## src/rtl/addr_map_pkg.sv

```systemverilog
// Package: shared target codes and the target type for the address decoder.
// Assumes a 4-bit target code. The value 4'hF is reserved for "no target".
package addr_map_pkg;
    localparam int TGT_W = 4;
    typedef logic [TGT_W-1:0] tgt_t;
    localparam tgt_t TGT_DRAM = 4'h0;
    localparam tgt_t TGT_LBUS = 4'h1;
    localparam tgt_t TGT_PCIE = 4'h2;
    localparam tgt_t TGT_SRIO = 4'h3;
    localparam tgt_t TGT_NONE = 4'hF;
endpackage

```

## src/rtl/low_mem_remap.sv

```systemverilog
// Module: low_mem_remap
// Moves an address in the lowest 2^WIN_SHIFT bytes up by 2^WIN_SHIFT.
// The move happens only when this instance is CAPABLE and the captured
// offset enable is set. Only the bits above WIN_SHIFT are decoded.
// Purely combinational; the caller registers the result.
module low_mem_remap #(
    parameter int ADDR_W    = 36,
    parameter int WIN_SHIFT = 28,
    parameter bit CAPABLE   = 1'b0
) (
    input  logic              offset_en,
    input  logic [ADDR_W-1:0] addr_i,
    output logic [ADDR_W-1:0] addr_o
);
    localparam logic [ADDR_W-1:0] OFFSET = ADDR_W'(1) << WIN_SHIFT;

    logic in_low_win;
    logic active;

    // Detect the low window from the upper bits only.
    assign in_low_win = (addr_i[ADDR_W-1:WIN_SHIFT] == '0);
    assign active     = CAPABLE && offset_en && in_low_win;

    // Apply the fixed offset when the remap is active.
    always_comb begin
        addr_o = active ? (addr_i + OFFSET) : addr_i;
    end
endmodule

```

## src/rtl/law_regfile.sv

```systemverilog
// Module: law_regfile
// Holds the programmable window table: page-granular base, size code,
// target and enable for each window. A write updates one window in the
// next cycle. Reset clears every enable.
module law_regfile
    import addr_map_pkg::*;
#(
    parameter int NUM_WIN = 8,
    parameter int PAGE_W  = 24,
    parameter int SIZE_W  = 6,
    localparam int IDX_W  = $clog2(NUM_WIN)
) (
    input  logic                           clk,
    input  logic                           rst_n,
    input  logic                           wr_en,
    input  logic [IDX_W-1:0]               wr_idx,
    input  logic [PAGE_W-1:0]              wr_base,
    input  logic [SIZE_W-1:0]              wr_size,
    input  tgt_t                           wr_tgt,
    input  logic                           wr_win_en,
    output logic [NUM_WIN-1:0][PAGE_W-1:0] win_base,
    output logic [NUM_WIN-1:0][SIZE_W-1:0] win_size,
    output tgt_t [NUM_WIN-1:0]             win_tgt,
    output logic [NUM_WIN-1:0]             win_en
);
    // Store one window per write; reset disables all windows.
    always_ff @(posedge clk) begin
        if (!rst_n) begin
            win_base <= '0;
            win_size <= '0;
            win_tgt  <= {NUM_WIN{TGT_NONE}};
            win_en   <= '0;
        end else if (wr_en && (int'(wr_idx) < NUM_WIN)) begin
            win_base[wr_idx] <= wr_base;
            win_size[wr_idx] <= wr_size;
            win_tgt[wr_idx]  <= wr_tgt;
            win_en[wr_idx]   <= wr_win_en;
        end
    end

    // any reset cycle leaves the table fully disabled.
    p_table_clear_r12: assert property (@(posedge clk)
        !rst_n |=> (win_en == '0));
endmodule

```

## src/rtl/law_match.sv

```systemverilog
// Module: law_match
// Decodes one page address against the window table. Each window compares
// the page bits at or above its size. The lowest-numbered hit wins. With
// no hit, the boot range falls back to the local bus, and anything else
// reports a miss. Purely combinational.
module law_match
    import addr_map_pkg::*;
#(
    parameter int NUM_WIN    = 8,
    parameter int PAGE_SHIFT = 12,
    parameter int PAGE_W     = 24,
    parameter int SIZE_W     = 6,
    parameter int BOOT_SHIFT = 23,
    parameter logic [PAGE_W-1:0] BOOT_PAGE = 24'hFF800,
    localparam int BOOT_LO   = BOOT_SHIFT - PAGE_SHIFT
) (
    input  logic [PAGE_W-1:0]              page_i,
    input  logic [NUM_WIN-1:0][PAGE_W-1:0] win_base,
    input  logic [NUM_WIN-1:0][SIZE_W-1:0] win_size,
    input  tgt_t [NUM_WIN-1:0]             win_tgt,
    input  logic [NUM_WIN-1:0]             win_en,
    output tgt_t                           tgt_o,
    output logic                           miss_o
);
    logic [NUM_WIN-1:0]             hit;
    logic [NUM_WIN-1:0][PAGE_W-1:0] care;
    logic                           pick_any;
    tgt_t                           pick_tgt;
    logic                           in_boot;

    // Per-window compare: a page bit counts only at or above the size code.
    for (genvar w = 0; w < NUM_WIN; w++) begin : g_win
        for (genvar j = 0; j < PAGE_W; j++) begin : g_bit
            assign care[w][j] = ((j + PAGE_SHIFT) >= int'(win_size[w]));
        end
        assign hit[w] = win_en[w] && (((page_i ^ win_base[w]) & care[w]) == '0);
    end

    // Priority pick: scan downward so the lowest index is written last.
    always_comb begin
        pick_any = 1'b0;
        pick_tgt = TGT_NONE;
        for (int w = NUM_WIN - 1; w >= 0; w--) begin
            if (hit[w]) begin
                pick_any = 1'b1;
                pick_tgt = win_tgt[w];
            end
        end
    end

    // Boot fallback decode on the upper page bits.
    assign in_boot = (page_i[PAGE_W-1:BOOT_LO] == BOOT_PAGE[PAGE_W-1:BOOT_LO]);

    // Final target and miss selection.
    always_comb begin
        if (pick_any) begin
            tgt_o  = pick_tgt;
            miss_o = 1'b0;
        end else if (in_boot) begin
            tgt_o  = TGT_LBUS;
            miss_o = 1'b0;
        end else begin
            tgt_o  = TGT_NONE;
            miss_o = 1'b1;
        end
    end
endmodule

```

## src/rtl/dual_core_addr_decoder.sv

```systemverilog
// Module: dual_core_addr_decoder (top)
// Per core, this module remaps the address (core 1 only), then decodes it
// against the shared window table. The address, target and error are
// registered one cycle after the request. The offset enable is captured
// from the strap while reset is low. Assumes two cores.
module dual_core_addr_decoder
    import addr_map_pkg::*;
#(
    parameter int ADDR_W        = 36,
    parameter int NUM_WIN       = 8,
    parameter int SIZE_W        = 6,
    parameter int PAGE_SHIFT    = 12,
    parameter int LOW_WIN_SHIFT = 28,
    parameter int BOOT_SHIFT    = 23,
    parameter logic [ADDR_W-1:0] BOOT_BASE = 36'h0_FF80_0000,
    localparam int IDX_W        = $clog2(NUM_WIN),
    localparam int PAGE_W       = ADDR_W - PAGE_SHIFT,
    localparam int NUM_CORES    = 2
) (
    input  logic                             clk,
    input  logic                             rst_n,
    input  logic                             strap_low_offset,
    input  logic [NUM_CORES-1:0]             req_valid,
    input  logic [NUM_CORES-1:0][ADDR_W-1:0] req_addr,
    input  logic                             wr_en,
    input  logic [IDX_W-1:0]                 wr_idx,
    input  logic [PAGE_W-1:0]                wr_base,
    input  logic [SIZE_W-1:0]                wr_size,
    input  logic [TGT_W-1:0]                 wr_tgt,
    input  logic                             wr_win_en,
    output logic [NUM_CORES-1:0]             rsp_valid,
    output logic [NUM_CORES-1:0][ADDR_W-1:0] rsp_addr,
    output logic [NUM_CORES-1:0][TGT_W-1:0]  rsp_tgt,
    output logic [NUM_CORES-1:0]             rsp_err
);
    localparam logic [ADDR_W-1:0] LOW_OFFSET = ADDR_W'(1) << LOW_WIN_SHIFT;

    logic                           offset_en;
    logic [NUM_WIN-1:0][PAGE_W-1:0] win_base;
    logic [NUM_WIN-1:0][SIZE_W-1:0] win_size;
    tgt_t [NUM_WIN-1:0]             win_tgt;
    logic [NUM_WIN-1:0]             win_en;
    logic [NUM_CORES-1:0][ADDR_W-1:0] mapped;
    tgt_t [NUM_CORES-1:0]           dec_tgt;
    logic [NUM_CORES-1:0]           dec_miss;

    // Capture the strap during reset and hold it afterwards.
    always_ff @(posedge clk) begin
        if (!rst_n) offset_en <= strap_low_offset;
    end

    law_regfile #(
        .NUM_WIN(NUM_WIN), .PAGE_W(PAGE_W), .SIZE_W(SIZE_W)
    ) u_table (
        .clk(clk), .rst_n(rst_n), .wr_en(wr_en), .wr_idx(wr_idx),
        .wr_base(wr_base), .wr_size(wr_size), .wr_tgt(wr_tgt),
        .wr_win_en(wr_win_en), .win_base(win_base), .win_size(win_size),
        .win_tgt(win_tgt), .win_en(win_en)
    );

    for (genvar c = 0; c < NUM_CORES; c++) begin : g_core
        low_mem_remap #(
            .ADDR_W(ADDR_W), .WIN_SHIFT(LOW_WIN_SHIFT), .CAPABLE(c == 1)
        ) u_remap (
            .offset_en(offset_en), .addr_i(req_addr[c]), .addr_o(mapped[c])
        );

        law_match #(
            .NUM_WIN(NUM_WIN), .PAGE_SHIFT(PAGE_SHIFT), .PAGE_W(PAGE_W),
            .SIZE_W(SIZE_W), .BOOT_SHIFT(BOOT_SHIFT),
            .BOOT_PAGE(BOOT_BASE[ADDR_W-1:PAGE_SHIFT])
        ) u_match (
            .page_i(mapped[c][ADDR_W-1:PAGE_SHIFT]), .win_base(win_base),
            .win_size(win_size), .win_tgt(win_tgt), .win_en(win_en),
            .tgt_o(dec_tgt[c]), .miss_o(dec_miss[c])
        );

        // Register this core's response one cycle after the request.
        always_ff @(posedge clk) begin
            if (!rst_n) begin
                rsp_valid[c] <= 1'b0;
                rsp_addr[c]  <= '0;
                rsp_tgt[c]   <= TGT_NONE;
                rsp_err[c]   <= 1'b0;
            end else begin
                rsp_valid[c] <= req_valid[c];
                rsp_addr[c]  <= mapped[c];
                rsp_tgt[c]   <= dec_tgt[c];
                rsp_err[c]   <= req_valid[c] && dec_miss[c];
            end
        end

        // a request yields a response in the next cycle.
        p_valid_follow_r10: assert property (@(posedge clk) disable iff (!rst_n)
            req_valid[c] |=> rsp_valid[c]);
        // no request means no response and no error.
        p_idle_quiet_r10: assert property (@(posedge clk) disable iff (!rst_n)
            !req_valid[c] |=> (!rsp_valid[c] && !rsp_err[c]));
        // an error is only reported with a valid "none" response.
        p_err_none_r9: assert property (@(posedge clk) disable iff (!rst_n)
            rsp_err[c] |-> (rsp_valid[c] && rsp_tgt[c] == TGT_NONE));
    end

    // core 0 addresses pass unchanged.
    p_core0_pass_r2: assert property (@(posedge clk) disable iff (!rst_n)
        req_valid[0] |=> (rsp_addr[0] == $past(req_addr[0])));
    // core 1 low-window addresses move up by the fixed offset.
    p_core1_shift_r1: assert property (@(posedge clk) disable iff (!rst_n)
        (req_valid[1] && offset_en && req_addr[1][ADDR_W-1:LOW_WIN_SHIFT] == '0)
        |=> (rsp_addr[1] == $past(req_addr[1]) + LOW_OFFSET));
    // core 1 addresses above the low window pass unchanged.
    p_core1_high_r3: assert property (@(posedge clk) disable iff (!rst_n)
        (req_valid[1] && req_addr[1][ADDR_W-1:LOW_WIN_SHIFT] != '0)
        |=> (rsp_addr[1] == $past(req_addr[1])));
    // with an empty table, the boot range goes to the local bus.
    p_boot_default_r5: assert property (@(posedge clk) disable iff (!rst_n)
        (req_valid[0] && win_en == '0 &&
         req_addr[0][ADDR_W-1:BOOT_SHIFT] == BOOT_BASE[ADDR_W-1:BOOT_SHIFT])
        |=> (rsp_tgt[0] == TGT_LBUS && !rsp_err[0]));
    // the captured offset enable does not move outside reset.
    p_strap_hold_r4: assert property (@(posedge clk) disable iff (!rst_n)
        $past(rst_n) |-> $stable(offset_en));
endmodule

```

## config.mk

```make
export PLATFORM = sky130hd
export DESIGN_NAME = dual_core_addr_decoder
export DESIGN_NICKNAME = d
export VERILOG_FILES = /design/src/rtl/addr_map_pkg.sv /design/src/rtl/low_mem_remap.sv /design/src/rtl/law_regfile.sv /design/src/rtl/law_match.sv /design/src/rtl/dual_core_addr_decoder.sv
export SDC_FILE = /design/constraint.sdc
export NUM_CORES = 1
export LEC_CHECK = 0
export ABC_CLOCK_PERIOD_IN_PS = 8900
export BUFFER_PORTS_ARGS = -buffer_cell sky130_fd_sc_hd__buf_2
export CAP_MARGIN = 20
export CORE_MARGIN = 5
export CORE_UTILIZATION = 45
export CTS_CLUSTER_SIZE = 20
export DETAILED_ROUTE_END_ITERATION = 16
export HOLD_SLACK_MARGIN = 0.08
export SLEW_MARGIN = 20
export SYNTH_ARGS = -nofsm -noshare
export SYNTH_HDL_FRONTEND = slang
export SYNTH_SLANG_ARGS = --single-unit
```

## constraint.sdc

```tcl
create_clock -name clk -period 8.9 [get_ports clk]
set_clock_uncertainty 0.05 [all_clocks]
set_input_delay 0.89 -clock clk [delete_from_list [all_inputs] [get_ports clk]]
set_output_delay 0.89 -clock clk [all_outputs]
set_load 0.03 [all_outputs]
```

==> summary.txt, run 1 <==
Status = complete, no violations
Fill cells = 4,565
Vias in the first global route = 20,000
CP peak stage delay = 0.84 ns
CTS Hold Bufs = 0
Final nets = 2,844
LEAKAGE = 8.91 nW
IR drop worst, VDD = 0.000198 V
Synth top area cells = dfxtp_1, nand2_1, xnor2_1
Die height = 226 um
Post-synth top area share = 34.8%
Library cells used by synthesis = 97
Total negative slack = 0 ns
Pwr Density = 178 nW/um2
Area growth, synth to finish = 11.0%
CP arrival = 4.32 ns
Synthesized area = 21,000 um2
Largest net degree at the start of global routing = 128
Initial antenna violation count = 6
Clk pin slew, worst setup/hold paths = 0.07 ns
Die ar. = 51,000 um2
Residual DRC = 0
Buffers on Ports = 199
Worst-path maximum fanout = 12
RSZ-0062 raised after global routing = false
Worst path slowest cell = nor3_1
Core Box Area = 46,400 um2
Type of the worst min-delay path = reg2reg
Die Width = 226 um
Mapped Cells = 2,720
CTS resizes = 0
CTS tree = yes
Max-cap violations = 0
Slew Limit Fails = 0
IO Count = 200
GR Overflow Total = 0
Post-Route WL = 95.3 mm
Register area share after synthesis = 34.9%
Met1 usage = 43.8%
WHS = 0.422 ns
Setup violations, final = 0
Aggregate global-route resource usage = 36.0%
Final RePlAce weighted congestion = 1.03
#FFs+latches synth = 365
Worst-skew pair later-pin latency = 0.59 ns
CTS HTree Levels = 2
Top FF cell, synth = dfxtp_1
Final period util = 44.0%
Crit end category = register
Slew headroom = 27.2%
DR WL/cell = 28.3 um
Global-route wire length before repair = 136 mm
Clk root buf = clkbuf_16
Post-CTS Setup Repair Bufs = 0
Ys async rst share = 0%
M3 GR Usage = 8.37%
CP Launch Type = input pin
Layout cells sized above 1 = 12.3%
Num CTS Buffers = 42
Initial drt markers = 2,784
DRT Pass-1 Iters = 6
Final HPWL DP = 63.2 mm
DR vias/cell = 6.21
Syn_nets = 2,838
Starting density of the core = 45.2%
Vias post-DR = 20,900
Fmax = 0.255 GHz
CP Class = in2reg
Hold Fails Final Rpt = 0
CP required = 9.30 ns
Yosys top cell by area = dfxtp_1
Detail Route Antenna Nets = 0
Critical Path, Cell by Cell = buf_2, and4b_1, a21oi_4, xnor2_1, a22o_1, nor3_1, a221oi_2, o21ai_0, a21oi_1, a2111o_1
Number of synthesized flops with an enable pin = 1
Synth warnings = 0
Clock sink count = 365
CTS max path bufs = 3
GR Util met2 = 56.1%
Slew @ Worst Pin = 1.09 ns
Min Tclk post-route = 3.92 ns
Core Rows = 79
Avg Inst Size Synth = 7.71 um2
GR peak layer = met2
[registers in the layout, indices dropped and copies added, names as in the netlist]
register	flops
u_table.win_en	8
u_table.win_size	48
offset_en	1
u_table.win_base	192
rsp_tgt	8
rsp_err	2
u_table.win_tgt	32
rsp_addr	72
rsp_valid	2
[synth_stat cells, types with 17 or more instances]
master / number
clkbuf_1: 152
a211oi_1: 17
buf_2: 57
nor2_1: 60
a21oi_1: 327
o31ai_1: 19
nand3_1: 75
xor2_1: 163
xnor2_1: 217
dfxtp_1: 364
o21ai_0: 55
and2_1: 74
nor3_1: 54
clkbuf_2: 36
nand2_1: 613
inv_1: 22
o211ai_1: 23
nand4_1: 21
[final timing paths]
check	startpoint	slack, ns	cells after the start	endpoint
max	req_addr[67]	4.98	10	rsp_tgt[4]
min	u_table.win_en[2]	0.42	2	u_table.win_en[2]
max reg2reg	u_table.win_size[17]	5.09	9	rsp_tgt[4]
min reg2reg	u_table.win_en[2]	0.42	2	u_table.win_en[2]
[layout make-up]
| class | count | area (um2) | area share, % |
|---|---|---|---|
| inverters | 22 | 90.1 | 0.387 |
| clock inverters | 17 | 215 | 0.925 |
| flip-flops and latches | 365 | 7320 | 31.5 |
| clock buffers | 60 | 1230 | 5.29 |
| multi-input cells | 2075 | 12500 | 53.7 |
| well taps | 607 | 759 | 3.26 |
| repair buffers | 220 | 1160 | 4.97 |
| diodes | 4 | 10.0 | 0.0430 |
[kinds of logic after synthesis]
group / after synthesis / synth area share, %
flip-flops: 365 / 34.9
AND/OR/NAND/NOR: 1014 / 22.1
XOR/XNOR: 383 / 16.2
buffers and inverters: 280 / 5.68
multiplexers: 6 / 0.310
AO/OA/AOI/OAI: 669 / 20.6
adder cells (fa/ha/maj): 3 / 0.167
[power by group]
group	internal (mW)	leakage, nW	switching [mW]
sequential	1.68	2.98	0.0553
clock	1.08	0.714	0.745
combinational	0.176	5.21	0.396
[cells in the final DEF, fill, tap and decap left out, types with 16 or more instances in the layout]
master	instances
nand2_1	611
dfxtp_1	364
a21oi_1	327
xnor2_1	217
buf_2	198
xor2_1	163
nand3_1	75
and2_1	74
o21ai_0	55
nor2_1	54
nor3_1	52
clkbuf_16	43
o211ai_1	23
buf_4	22
inv_1	21
nand4_1	21
o31ai_1	19
a211oi_1	17
and3_1	16
o22ai_1	16
[per-stage QoR]
| step | instance area [um2] | util (%) | total power [mW] | setup slack (ns) | std cells |
|---|---|---|---|---|---|
| CTS | 23300 | 50.2 | 4.15 | 5.08 | 3366 |
| finish | 23300 | 50.2 | 4.14 | 4.98 | 3370 |
| floorplan | 21000 | - | 2.11 | 5.46 | 2720 |
| global placement | 21800 | 47.0 | 2.32 | 4.59 | 3289 |
| detailed placement | 21800 | 47.0 | 2.33 | 4.49 | 3289 |
| global route | 23300 | 50.2 | 4.26 | 4.90 | 3367 |
[per-layer routing]
metal  up-vias  part of all wire (%)
met3       393                    10
li1       9337                     -
met2      1211                    44
met5         -                     0
met4         0                   8.8
met1      9995                    37
[critical path: cells and delay by family]
family	cells	cell delay (ns)
simple gates	2	1.15
buf+inv	1	0.50
compound gates	6	1.64
xor+xnor	1	0.13
No activity file was read; power rests on OpenSTA's default activity.
==> inputs of run 2 (changes only) <==
Settings changed: ABC_CLOCK_PERIOD_IN_PS 8900 to 3900.
Clock period 8.9 ns to 3.9 ns, I/O delays scaled along.
==> run 2 against run 1 <==
  * Final area up 4.3%
  * Worst hold slack got worse by 0.27 ns
  * Worst setup slack worse by 4.6 ns
  * Critical path depth unchanged
  * First-iteration DRC count down 6.3%
  * Count of clock-buffer cells in the layout fell by 3
  * Combinational power grew to 2.6 times the previous value
  * Wire length increased by 8.0%
  * Total power increased by 130%
  * Cell count grew 3.7%
  * Highest routed layer is now met5
==> summary.txt, run 2 (same netlist as run 1, synthesis figures left out) <==
Die height = 226 um
Max reg flops = 192
Non-Filler Instances = 3,496
CTS HTree Levels = 2
Hold path depth = 3
CP arrival = 3.99 ns
DR vias/cell = 6.18
CTS max path bufs = 3
M3 GR Usage = 7.45%
DR WL/cell = 29.4 um
WHS Endpoint = u_table.win_tgt[18]
CP required = 4.35 ns
Final Power = 9.44 mW
Fmax = 0.282 GHz
Post-Route WL = 103 mm
Clk root buf = clkbuf_16
Worst slack, placed = 0.159 ns
Vias post-DR = 21,600
GR Overflow Total = 0
Crit end category = register
Initial drt markers = 2,609
CP Class = reg2reg
Area growth, synth to finish = 15.8%
Die ar. = 51,000 um2
Initial antenna violation count = 6
Final RePlAce weighted congestion = 1.05
Slew Limit Fails = 0
Slew @ Worst Pin = 1.02 ns
Pwr Density = 389 nW/um2
Most frequent cells in the layout = nand2_1, dfxtp_1, a21oi_1, xnor2_1, buf_2
Cell Area, Placed = 22,600 um2
Final HPWL DP = 71.7 mm
Largest net degree at the start of global routing = 130
Buffers on Ports = 199
CTS resizes = 0
Reg2Reg Setup Slack = 0.35 ns
Global-route wire length before repair = 144 mm
DRT Pass-1 Iters = 6
Total negative slack = 0 ns
Clk pin slew, worst setup/hold paths = 0.06 ns
Setup violations, final = 0
LEAKAGE = 9.52 nW
Slew headroom = 31.9%
Met1 usage = 49.6%
Final nets = 2,976
Status = complete, no violations
Top flop regs = u_table.win_base (192), rsp_addr (72), u_table.win_size (48)
IR drop worst, VDD = 0.000404 V
GR Util met2 = 60.0%
Max-cap violations = 0
Layout cells sized above 1 = 15.3%
Die Width = 226 um
Core Rows = 79
Reg-to-Reg End = rsp_tgt[1]
Residual DRC = 0
Min Tclk post-route = 3.55 ns
RSZ-0062 raised after global routing = false
Final Cell Area = 24,300 um2
Aggregate global-route resource usage = 39.0%
CTS tree = yes
GR peak layer = met2
Top reg by flops = u_table.win_base
Detail Route Antenna Nets = 0
Hold Fails Final Rpt = 0
R2R depth = 10
IO Count = 200
Num CTS Buffers = 42
Worst-skew pair later-pin latency = 0.58 ns
Placed cell count = 3,394
Worst Setup Slack, final = 0.351 ns
Type of the worst min-delay path = in2reg
CP Launch Type = register
Final period util = 91.0%
Vias in the first global route = 20,100
Most common cell after layout, fill and taps aside = nand2_1
Worst reg2reg path startpoint = u_table.win_size[41]
Core Box Area = 46,400 um2
Hold Crit Start = wr_tgt[2]
Starting density of the core = 45.2%
Worst-path maximum fanout = 13
Clock sink count = 365
[run 2: what timing repair did]
| item | 4_1_cts | 5_1_grt |
|---|---|---|
| hold buffers | 27 | 0 |
| hold endpoints to repair | 27 | 0 |
| buffers inserted | 0 | 0 |
[run 2: layer usage]
metal  up-vias  routed length [um]
met4         6                8430
li1       9597                   -
met3       339                9760
met1     10400               39600
met2      1248               45100
met5         -                  37
[run 2: worst max-delay path by stage]
| stage | endpoint | depth (start not counted) | from |
|---|---|---|---|
| after global placement | rsp_tgt[4] | 12 | req_addr[64] |
| after detailed placement | rsp_tgt[4] | 13 | req_addr[64] |
| after global routing | rsp_tgt[4] | 10 | u_table.win_size[41] |
| final | rsp_tgt[1] | 10 | u_table.win_size[41] |
| after CTS | rsp_tgt[4] | 10 | u_table.win_size[17] |
| after floorplan | rsp_tgt[4] | 12 | req_addr[64] |
[run 2: stage by stage]
step	hold slack (ns)	util, %
finish	0.152	52.3
global route	0.155	52.3
CTS	0.117	52.3
detailed placement	0.421	48.8
global placement	0.417	48.8
floorplan	0.395	-
[run 2: cell type report]
type                            instances  area [um2]
Fill cell                            4552       22100
Multi-Input combinational cell       2075       12500
Sequential cell                       365        7320
Timing Repair Buffer                  352        2240
Clock buffer                           57        1200
Tap cell                              607         759
Clock inverter                         16         171
Inverter                               22        90.1
Antenna cell                            2        5.00
[run 2: where the power goes]
part | leakage (nW) | switching (mW) | internal, mW | total (mW)
registers | 2.98 | 0.109 | 3.84 | 3.95
logic | 5.87 | 0.990 | 0.465 | 1.46
clock network | 0.672 | 1.68 | 2.35 | 4.03
total | 9.52 | 2.78 | 6.65 | 9.44
[run 2: worst max-delay path: stages (launching register included)]
cell,delay [ns]
dfxtp_1,0.57
o41ai_1,0.24
a22o_1,0.26
a211o_1,0.25
nor4_1,0.45
buf_4,0.20
and4_1,0.31
nor3_1,0.07
o311ai_0,0.69
a21oi_1,0.17
o221ai_1,0.20
